==> config.mk <==
export PLATFORM = sky130hd
export DESIGN_NAME = fwd_unit
export DESIGN_NICKNAME = d
export VERILOG_FILES = /design/src/rtl/fwd_pkg.sv /design/src/rtl/fwd_select.sv /design/src/rtl/opnd_mux.sv /design/src/rtl/fwd_unit.sv
export SDC_FILE = /design/constraint.sdc
export NUM_CORES = 1
export LEC_CHECK = 0
export CORE_MARGIN = 8
export CORE_UTILIZATION = 26
export DETAILED_ROUTE_END_ITERATION = 6
export PLACE_DENSITY = 0.94
export SLEW_MARGIN = 20
export SYNTH_ARGS = -nofsm -noshare
export SYNTH_HDL_FRONTEND = slang
export SYNTH_HIERARCHICAL = 1
export SYNTH_SLANG_ARGS = --single-unit
==> constraint.sdc <==
create_clock -name vclk -period 2.4
set_input_delay 0.36 -clock vclk [all_inputs]
set_output_delay 0.36 -clock vclk [all_outputs]
set_load 0.02 [all_outputs]
==> src/rtl/fwd_pkg.sv <==
package fwd_pkg;

    typedef enum logic [1:0] {
        SEL_RF  = 2'b00,
        SEL_WB  = 2'b01,
        SEL_MEM = 2'b10
    } fwd_sel_e;

    typedef struct packed {
        logic mem_hit;
        logic wb_hit;
    } hit_t;

endpackage

==> src/rtl/fwd_select.sv <==
module fwd_select
    import fwd_pkg::*;
#(
    parameter int REG_AW = 5
) (
    input  logic [REG_AW-1:0] src,
    input  logic              exm_we,
    input  logic [REG_AW-1:0] exm_rd,
    input  logic              mwb_we,
    input  logic [REG_AW-1:0] mwb_rd,
    output fwd_sel_e          sel
);

    hit_t hit_d;

    always_comb begin
        hit_d         = '0;
        hit_d.mem_hit = exm_we && (exm_rd != '0) && (exm_rd == src);
        hit_d.wb_hit  = mwb_we && (mwb_rd != '0) && (mwb_rd == src)
                        && !hit_d.mem_hit;
    end

    always_comb begin
        if (hit_d.mem_hit)
            sel = SEL_MEM;
        else if (hit_d.wb_hit)
            sel = SEL_WB;
        else
            sel = SEL_RF;
    end

    always_comb begin

        zero_dst_mem_chk: assert (!(sel == SEL_MEM && exm_rd == '0))
            else $error("memory-stage forward from register 0");

        zero_dst_wb_chk: assert (!(sel == SEL_WB && mwb_rd == '0))
            else $error("write-back forward from register 0");

        we_gate_chk: assert (!((sel == SEL_MEM && !exm_we) || (sel == SEL_WB && !mwb_we)))
            else $error("forward from a stage that does not write");
    end

endmodule

==> src/rtl/opnd_mux.sv <==
module opnd_mux
    import fwd_pkg::*;
#(
    parameter int XLEN = 32
) (
    input  fwd_sel_e        sel,
    input  logic [XLEN-1:0] rf_val,
    input  logic [XLEN-1:0] mem_val,
    input  logic [XLEN-1:0] wb_val,
    output logic [XLEN-1:0] out
);

    always_comb begin
        unique case (sel)
            SEL_MEM: out = mem_val;
            SEL_WB:  out = wb_val;
            default: out = rf_val;
        endcase
    end

endmodule

==> src/rtl/fwd_unit.sv <==
module fwd_unit
    import fwd_pkg::*;
#(
    parameter int REG_AW = 5,
    parameter int XLEN   = 32
) (
    input  logic [REG_AW-1:0] id_rs,
    input  logic [REG_AW-1:0] id_rt,
    input  logic [XLEN-1:0]   rf_rs_val,
    input  logic [XLEN-1:0]   rf_rt_val,
    input  logic              exm_we,
    input  logic [REG_AW-1:0] exm_rd,
    input  logic [XLEN-1:0]   exm_result,
    input  logic              mwb_we,
    input  logic [REG_AW-1:0] mwb_rd,
    input  logic [XLEN-1:0]   mwb_value,
    output logic [1:0]        fwd_a_sel,
    output logic [1:0]        fwd_b_sel,
    output logic [XLEN-1:0]   opnd_a,
    output logic [XLEN-1:0]   opnd_b
);

    localparam int NUM_OPND = 2;

    logic [REG_AW-1:0] src_d [NUM_OPND];
    logic [XLEN-1:0]   rf_d  [NUM_OPND];
    fwd_sel_e          sel_d [NUM_OPND];
    logic [XLEN-1:0]   out_d [NUM_OPND];

    assign src_d[0] = id_rs;
    assign src_d[1] = id_rt;
    assign rf_d[0]  = rf_rs_val;
    assign rf_d[1]  = rf_rt_val;

    for (genvar g = 0; g < NUM_OPND; g++) begin : g_opnd
        fwd_select #(.REG_AW(REG_AW)) u_sel (
            .src    (src_d[g]),
            .exm_we (exm_we),
            .exm_rd (exm_rd),
            .mwb_we (mwb_we),
            .mwb_rd (mwb_rd),
            .sel    (sel_d[g])
        );

        opnd_mux #(.XLEN(XLEN)) u_mux (
            .sel     (sel_d[g]),
            .rf_val  (rf_d[g]),
            .mem_val (exm_result),
            .wb_val  (mwb_value),
            .out     (out_d[g])
        );
    end

    assign fwd_a_sel = sel_d[0];
    assign fwd_b_sel = sel_d[1];
    assign opnd_a    = out_d[0];
    assign opnd_b    = out_d[1];

    always_comb begin

        sel_legal_chk: assert (fwd_a_sel != 2'b11 && fwd_b_sel != 2'b11)
            else $error("illegal select code");

        newest_wins_chk: assert (!(exm_we && exm_rd != '0 && exm_rd == id_rs)
                                 || fwd_a_sel == 2'b10)
            else $error("operand A did not take memory-stage producer");

        rf_path_chk: assert (fwd_a_sel != 2'b00 || opnd_a == rf_rs_val)
            else $error("operand A not register-file value on select 00");

        wb_path_chk: assert (fwd_b_sel != 2'b01 || opnd_b == mwb_value)
            else $error("operand B not write-back value on select 01");
    end

endmodule

==> metrics.txt, run 1 <==
largest family of logic cells by synthesized area=compound AO/OA/AOI/OAI gates; Stopped at=clock tree synthesis; Synth Cell Area=1580 µm²; mux contribution to synthesized area=0%; post-synth top area cell=a22oi_1; Synth top area share=between 30% and 40%; placer congestion estimate=0.815; post-CTS setup buffer count=20; Synth Instances=roughly 270; site row count=28; largest cells by area after synthesis=a22oi_1 30%, o21ai_1 19%, nand2_1 16%; Yosys Warn Count=6; Simple-Gate Fraction of Synth Area=between 20% and 30%; I/O pin total=~220; sequential share of the synthesized area=0%; Adder-Cell Fraction of Synth Area=under 10%; PortBufs=218; Synth Area in Compound Gates=approximately 55%; Err=[ERROR DPL-0038] Utilization greater than 100%, impossible to legalize; post_cts resized=615; Synthesized Nets=420; syn avg cell area=5.93 µm²; initial core utilization=between 20% and 30%; xor/xnor share of the synthesized area=~8.9%; Hold-fix buffers, CTS=0; dpl hpwl=9450 µm; synth unique cells=18; die height=about 94 µm; Die W=approximately 94 µm; status=did not finish
## cell usage after synthesis (all sizes together)
| master | count |
|---|---|
| buf | 26 |
| xor2 | 6 |
| inv | 4 |
| nor4 | 2 |
| a21oi | 2 |
| a22oi | 64 |
| xnor2 | 10 |
| nor2 | 2 |
| a211oi | 2 |
| o21ai | 64 |
| o41ai | 2 |
| nor3 | 6 |
| nand3 | 4 |
| nand2 | 68 |
| ha | 4 |
## metrics by stage
stage / cell area, µm² / hold slack, ns / TNS [ns] / cells / setup slack [ns]
2_1_floorplan: 2420 / 0.844 / -0.0133 / 266 / -0.00664
3_3_place_gp: 4760 / 1.77 / -67.13 / 562 / -1.07
3_5_place_dp: 4760 / 1.78 / -71.99 / 562 / -1.15
## cell families after synthesis
kind of cell / Yosys count
and+or+nand+nor: 82
buffers and inverters: 30
AOI/OAI and AO/OA: 134
xor gates and xnor gates: 16
adders and majority gates: 4
==> run 2, diff against run 1 <==
--- a/config.mk
+++ b/config.mk
@@ -6,9 +6,9 @@
 export NUM_CORES = 1
 export LEC_CHECK = 0
 export CORE_MARGIN = 8
-export CORE_UTILIZATION = 26
+export CORE_UTILIZATION = 20
 export DETAILED_ROUTE_END_ITERATION = 6
-export PLACE_DENSITY = 0.94
+export PLACE_DENSITY_LB_ADDON = 0.15
 export SLEW_MARGIN = 20
 export SYNTH_ARGS = -nofsm -noshare
 export SYNTH_HDL_FRONTEND = slang
==> metrics.txt, run 2 <==
most numerous cell in the Yosys netlist=nand2_1; Hold Violations, Final=0; total global routing overflow=0; Die Footprint=11000 µm²; synth unique cells=18; violated checks=setup timing; # Max-Cap Violations=0; Synth-to-Final Area Change=322%; dpl hpwl=approximately 9300 µm; syn avg cell area=a little under 6 µm²; Total Routing Usage GR=between 20% and 30%; CP top delay family=buffers and inverters; Synthesized Nets=420; Top Usage Layer GRT=met2; commonest non-fill, non-tap cell in the layout=clkdlybuf4s50_1; I/O pin total=around 220; Filler Cells Inserted=between 300 and 400; most frequent cells in the layout=130 x clkdlybuf4s50_1, 102 x buf_6, 63 x a22oi_2; Net Switching=about 0.5 mW; combinational share of power=100.0%; power share of the clock group=0%; Synth top area share=between 30% and 40%; Global Route met2 Usage=44.5%; worst slew pin tran=around 0.34 ns; Worst Hold Class=primary input to primary output; sequential share of the synthesized area=0%; antenna cells=0; die height=105 µm; CLK BUF=0; number of antenna violations at the first check in global routing=0; f_max=about 370 MHz; Int Power=roughly 0.62 mW; CP dominant cell by count=buf_6; min Tclk post-route=2.72 ns; crit-path max FO=6; Starting DRT DRC Count=just under 90; vias=3463; Slew Limit Headroom=between 70% and 80%; status=complete, but fails checks; P_leak=2.46 nW; GR Util met1=roughly 25%; CP bufs+invs=7; FF/Latch Area=0 µm²; worst hold slack=approximately 1.4 ns; Critical Path, Cell by Cell=clkdlybuf4s15_1 -> nor2_2 -> o41ai_4 -> a211oi_4 -> buf_4 -> buf_6 -> ha_4 -> buf_12 -> buf_16 -> buf_6 -> o21ai_4 -> buf_6; critical path's slowest cell=a211oi_4; total power divided by cell area=168 nW/µm²; part of the cycle the worst path needs=113%; post-route ant nets=0; share of layout cells above drive strength 1=69.7%; vias in the first global route=about 3800; Die W=105 µm; Placed Cells incl. Taps=between 600 and 700; crit-path max cell delay=about 0.34 ns; final worst slack=-0.323 ns; post-synth top area cell=a22oi_1; Yosys Warn Count=6; site row count=32; WP data required=a little over 2 ns; first-pass GRT wire length=21200 µm; 1st-pass router iterations=4; Post-synth top cells=68 x nand2_1, 64 x a22oi_1, 60 x o21ai_1; largest net degree at the start of global routing=18; Synth Cell Area=1580 µm²; PortBufs=about 220; largest cells by area after synthesis=a22oi_1 30%, o21ai_1 19%, nand2_1 16%; CP Class=primary input to primary output; TNS Setup=-12.62 ns; met3 usage=5.53%; Via density=about 5.4; Final Non-Filler Cells=between 600 and 700; VDD IR max=about 0.13 mV; proportion of power drawn by flip-flops and latches=0%; DRC errors left=0; core area=slightly below 8000 µm²; Critical Path AT=around 2.4 ns; Seq Cell Count=0; total wire length=~15000 µm; Nets=700; placer congestion estimate=roughly 0.81; RSZ-0062 raised after global routing=true; # setup viols final=64; initial core utilization=20.5%; Slew Viols, Final=0; CP startpoint kind=primary input; switching part of the total=between 40% and 50%; Synth Instances=266; wire per inst=between 20 and 25 µm; crit end category=primary output
==> run 2: cell counts after synthesis <==
Identical to the previous run, type by type.
==> run 2: path summary, 6_finish.rpt <==
path,startpoint,end,slack [ns],depth (start not counted)
setup / recovery,id_rt[4],opnd_b[1],-0.32,12
hold / removal,rf_rs_val[5],opnd_a[5],1.39,4
==> run 2: power groups by stage <==
| stage | Combinational [mW] | Sequential, mW | Clock [mW] |
|---|---|---|---|
| after floorplan | 0.363 | 0 | 0 |
| after global placement | 0.823 | 0 | 0 |
| after detailed placement | 0.837 | 0 | 0 |
| after CTS | 1.03 | 0 | 0 |
| after global routing | 1.16 | 0 | 0 |
| final | 1.12 | 0 | 0 |
==> run 2: what timing repair did <==
| item | CTS | global route |
|---|---|---|
| resized for setup | 619 | 111 |
| endpoints found under the setup margin | 68 | 67 |
| cloned | 10 | 3 |
| buffers inserted | 24 | 11 |
| pin swaps | 47 | 55 |
| hold endpoints to repair | 0 | 0 |
| hold buffers | 0 | 0 |
==> run 2: layout make-up <==
cell class / instances / area, µm² / share of cell area, %
multi-input combinational: 236 / 2960 / 44.4
timing repair buffer: 304 / 3560 / 53.4
inverter: 4 / 15.0 / 0.225
tap: 102 / 128 / 1.92
==> run 2: metal layers <==
| metal | wire length, µm | share of wire (%) |
|---|---|---|
| met1 | 5240 | 34 |
| met2 | 8310 | 55 |
| met3 | 1120 | 7.3 |
| met4 | 549 | 3.6 |
| met5 | 0 | 0 |
==> run 2: logic make-up (layout without fill, tap and decap cells) <==
logic type                 after synthesis  count (layout)  synth area share, %
AOI/OAI and AO/OA                      134             134                 55.1
and+or+nand+nor                         82              82                 21.3
buffers and inverters                   30             308                 11.6
xor gates and xnor gates                16              16                 8.89
adders and majority gates                4               4                 3.17
==> run 2: tightest hold or removal path, stage by stage <==
cell             delay (ns)
clkdlybuf4s50_1        0.41
nand2_2                0.09
o21ai_4                0.05
buf_6                  0.12
==> run 2: stage by stage <==
| stage | util [%] | cell area [µm²] | power [mW] | setup slack, ns |
|---|---|---|---|---|
| after floorplan | - | 2420 | 0.363 | -0.00664 |
| after global placement | 63.9 | 4910 | 0.823 | -1.13 |
| after detailed placement | 63.9 | 4910 | 0.837 | -1.14 |
| after CTS | 81.7 | 6280 | 1.03 | -0.365 |
| after global routing | 86.6 | 6660 | 1.16 | -0.396 |
| final | 86.6 | 6660 | 1.12 | -0.323 |
(Power assumes the default switching activity.)
==> run 3, diff against run 2 <==
--- a/config.mk
+++ b/config.mk
@@ -5,7 +5,6 @@
 export SDC_FILE = /design/constraint.sdc
 export NUM_CORES = 1
 export LEC_CHECK = 0
-export CORE_MARGIN = 8
 export CORE_UTILIZATION = 20
 export DETAILED_ROUTE_END_ITERATION = 6
 export PLACE_DENSITY_LB_ADDON = 0.15
==> metrics.txt, run 3 (same netlist as run 2, synthesis figures left out) <==
CP startpoint kind=primary input; core area=just under 8000 µm²; 1st-pass router iterations=4; site row count=32; Nets=a little over 700; wire per inst=20.8 µm; total power divided by cell area=163 nW/µm²; status=complete, but fails checks; Total Routing Usage GR=28.7%; VDD IR max=just under 0.1 mV; Seq Cell Count=0; Worst Hold End=opnd_b[29]; CLK BUF=0; PortBufs=218; Die Footprint=8240 µm²; number of antenna violations at the first check in global routing=0; Hold Violations, Final=0; total global routing overflow=0; min Tclk post-route=2.71 ns; Hold-fix buffers, CTS=0; I/O pin total=218; CP Class=primary input to primary output; cell count of the worst hold path=4; share of layout cells above drive strength 1=approximately 67%; initial core utilization=between 20% and 30%; placer congestion estimate=between 0.8 and 0.9; most frequent cells in the layout=131 x clkdlybuf4s50_1, 97 x buf_6, 60 x a22oi_2; # Max-Cap Violations=0; TNS Setup=-15.28 ns; Die W=approximately 90 µm; vias=about 3600; Slew Viols, Final=0; # setup viols final=64; Via density=5.40; Slew Limit Headroom=between 70 and 80%; post-route ant nets=0; Critical Path AT=2.35 ns; die height=90.8 µm; P_leak=2.46 nW; total wire length=between 10000 and 15000 µm; vias in the first global route=3619; post-layout util=84.3%; dpl hpwl=around 7700 µm; commonest non-fill, non-tap cell in the layout=clkdlybuf4s50_1; DRC errors left=0; violated checks=setup timing; FF/Latch Area=0 µm²; final worst slack=-0.307 ns; f_max=between 300 and 400 MHz; Worst Hold Class=primary input to primary output; antenna cells=0; crit end category=primary output; RSZ-0062 raised after global routing=true; WP data required=slightly above 2 ns; largest net degree at the start of global routing=17; Synth-to-Final Area Change=311%; Starting DRT DRC Count=between 60 and 70; crit-path max FO=9; Hold Startpoint=rf_rt_val[29]; worst slew pin tran=roughly 0.36 ns; first-pass GRT wire length=about 19000 µm; part of the cycle the worst path needs=113%
==> run 3: cell count changes in the layout (fill, tap and decap cells not counted), moves of 5 or more <==
cell      previous run  this run
buf_6              102        97
buf_4               13        43
nand2_4             32        18
clkbuf_2             3         9
buf_8               10         4
nand2_1             19        36
xnor2_4              5         0
==> run 3: repair_timing <==
action | 4_1_cts | 5_1_grt
pin swaps | 29 | 53
buffers inserted | 34 | 21
setup endpoints to repair | 68 | 66
gates cloned | 9 | 4
gates resized for setup | 555 | 103
==> run 3: layout make-up <==
class / instances / area (µm²)
timing repair buffer: 325 / 3600
multi-input combinational: 236 / 2740
fill: 442 / 1200
tap: 102 / 128
inverter: 4 / 15.0
==> run 3: through the flow <==
step	cells	setup WS, ns	total power [mW]	cell area [µm²]	hold slack [ns]
after detailed placement	606	-1.16	0.830	4930	1.76
final	667	-0.307	1.05	6480	1.37
after CTS	648	-0.370	0.973	6090	1.36
after global placement	606	-1.10	0.822	4930	1.76
after floorplan	266	-0.00664	0.363	2420	0.844
after global routing	667	-0.414	1.10	6480	1.40
==> run 3: how the worst max path moves through the flow <==
stage | to | slack, ns | start
after floorplan | opnd_a[29] | -0.007 | exm_rd[3]
after global placement | opnd_b[11] | -1.10 | exm_rd[3]
after detailed placement | opnd_b[15] | -1.16 | exm_rd[3]
after CTS | opnd_b[26] | -0.37 | exm_rd[0]
after global routing | opnd_b[11] | -0.41 | mwb_rd[3]
final | opnd_b[11] | -0.31 | mwb_rd[3]
==> run 3: metal layers <==
metal	global-route usage, %	vias up	wire length (µm)
met5	0	-	0
met1	29.8	1777	4980
met2	58.6	180	7540
met3	5.05	46	819
li1	-	1601	-
met4	5.82	0	550
==> run 3: critical path, cell delays in order <==
cell and delay, ns:
clkdlybuf4s15_1 0.21, xor2_1 0.16, nor3_1 0.18, nand3_1 0.15, nor3_4 0.22, buf_4 0.14
buf_6 0.09, ha_4 0.24, buf_12 0.18, a22oi_2 0.10, o21ai_4 0.18, buf_6 0.14
==> run 3: power by group <==
part	internal (mW)	total [mW]	switching, mW
Combinational	0.585	1.05	0.469
Clock	0	0	0
Sequential	0	0	0
Total	0.585	1.05	0.469
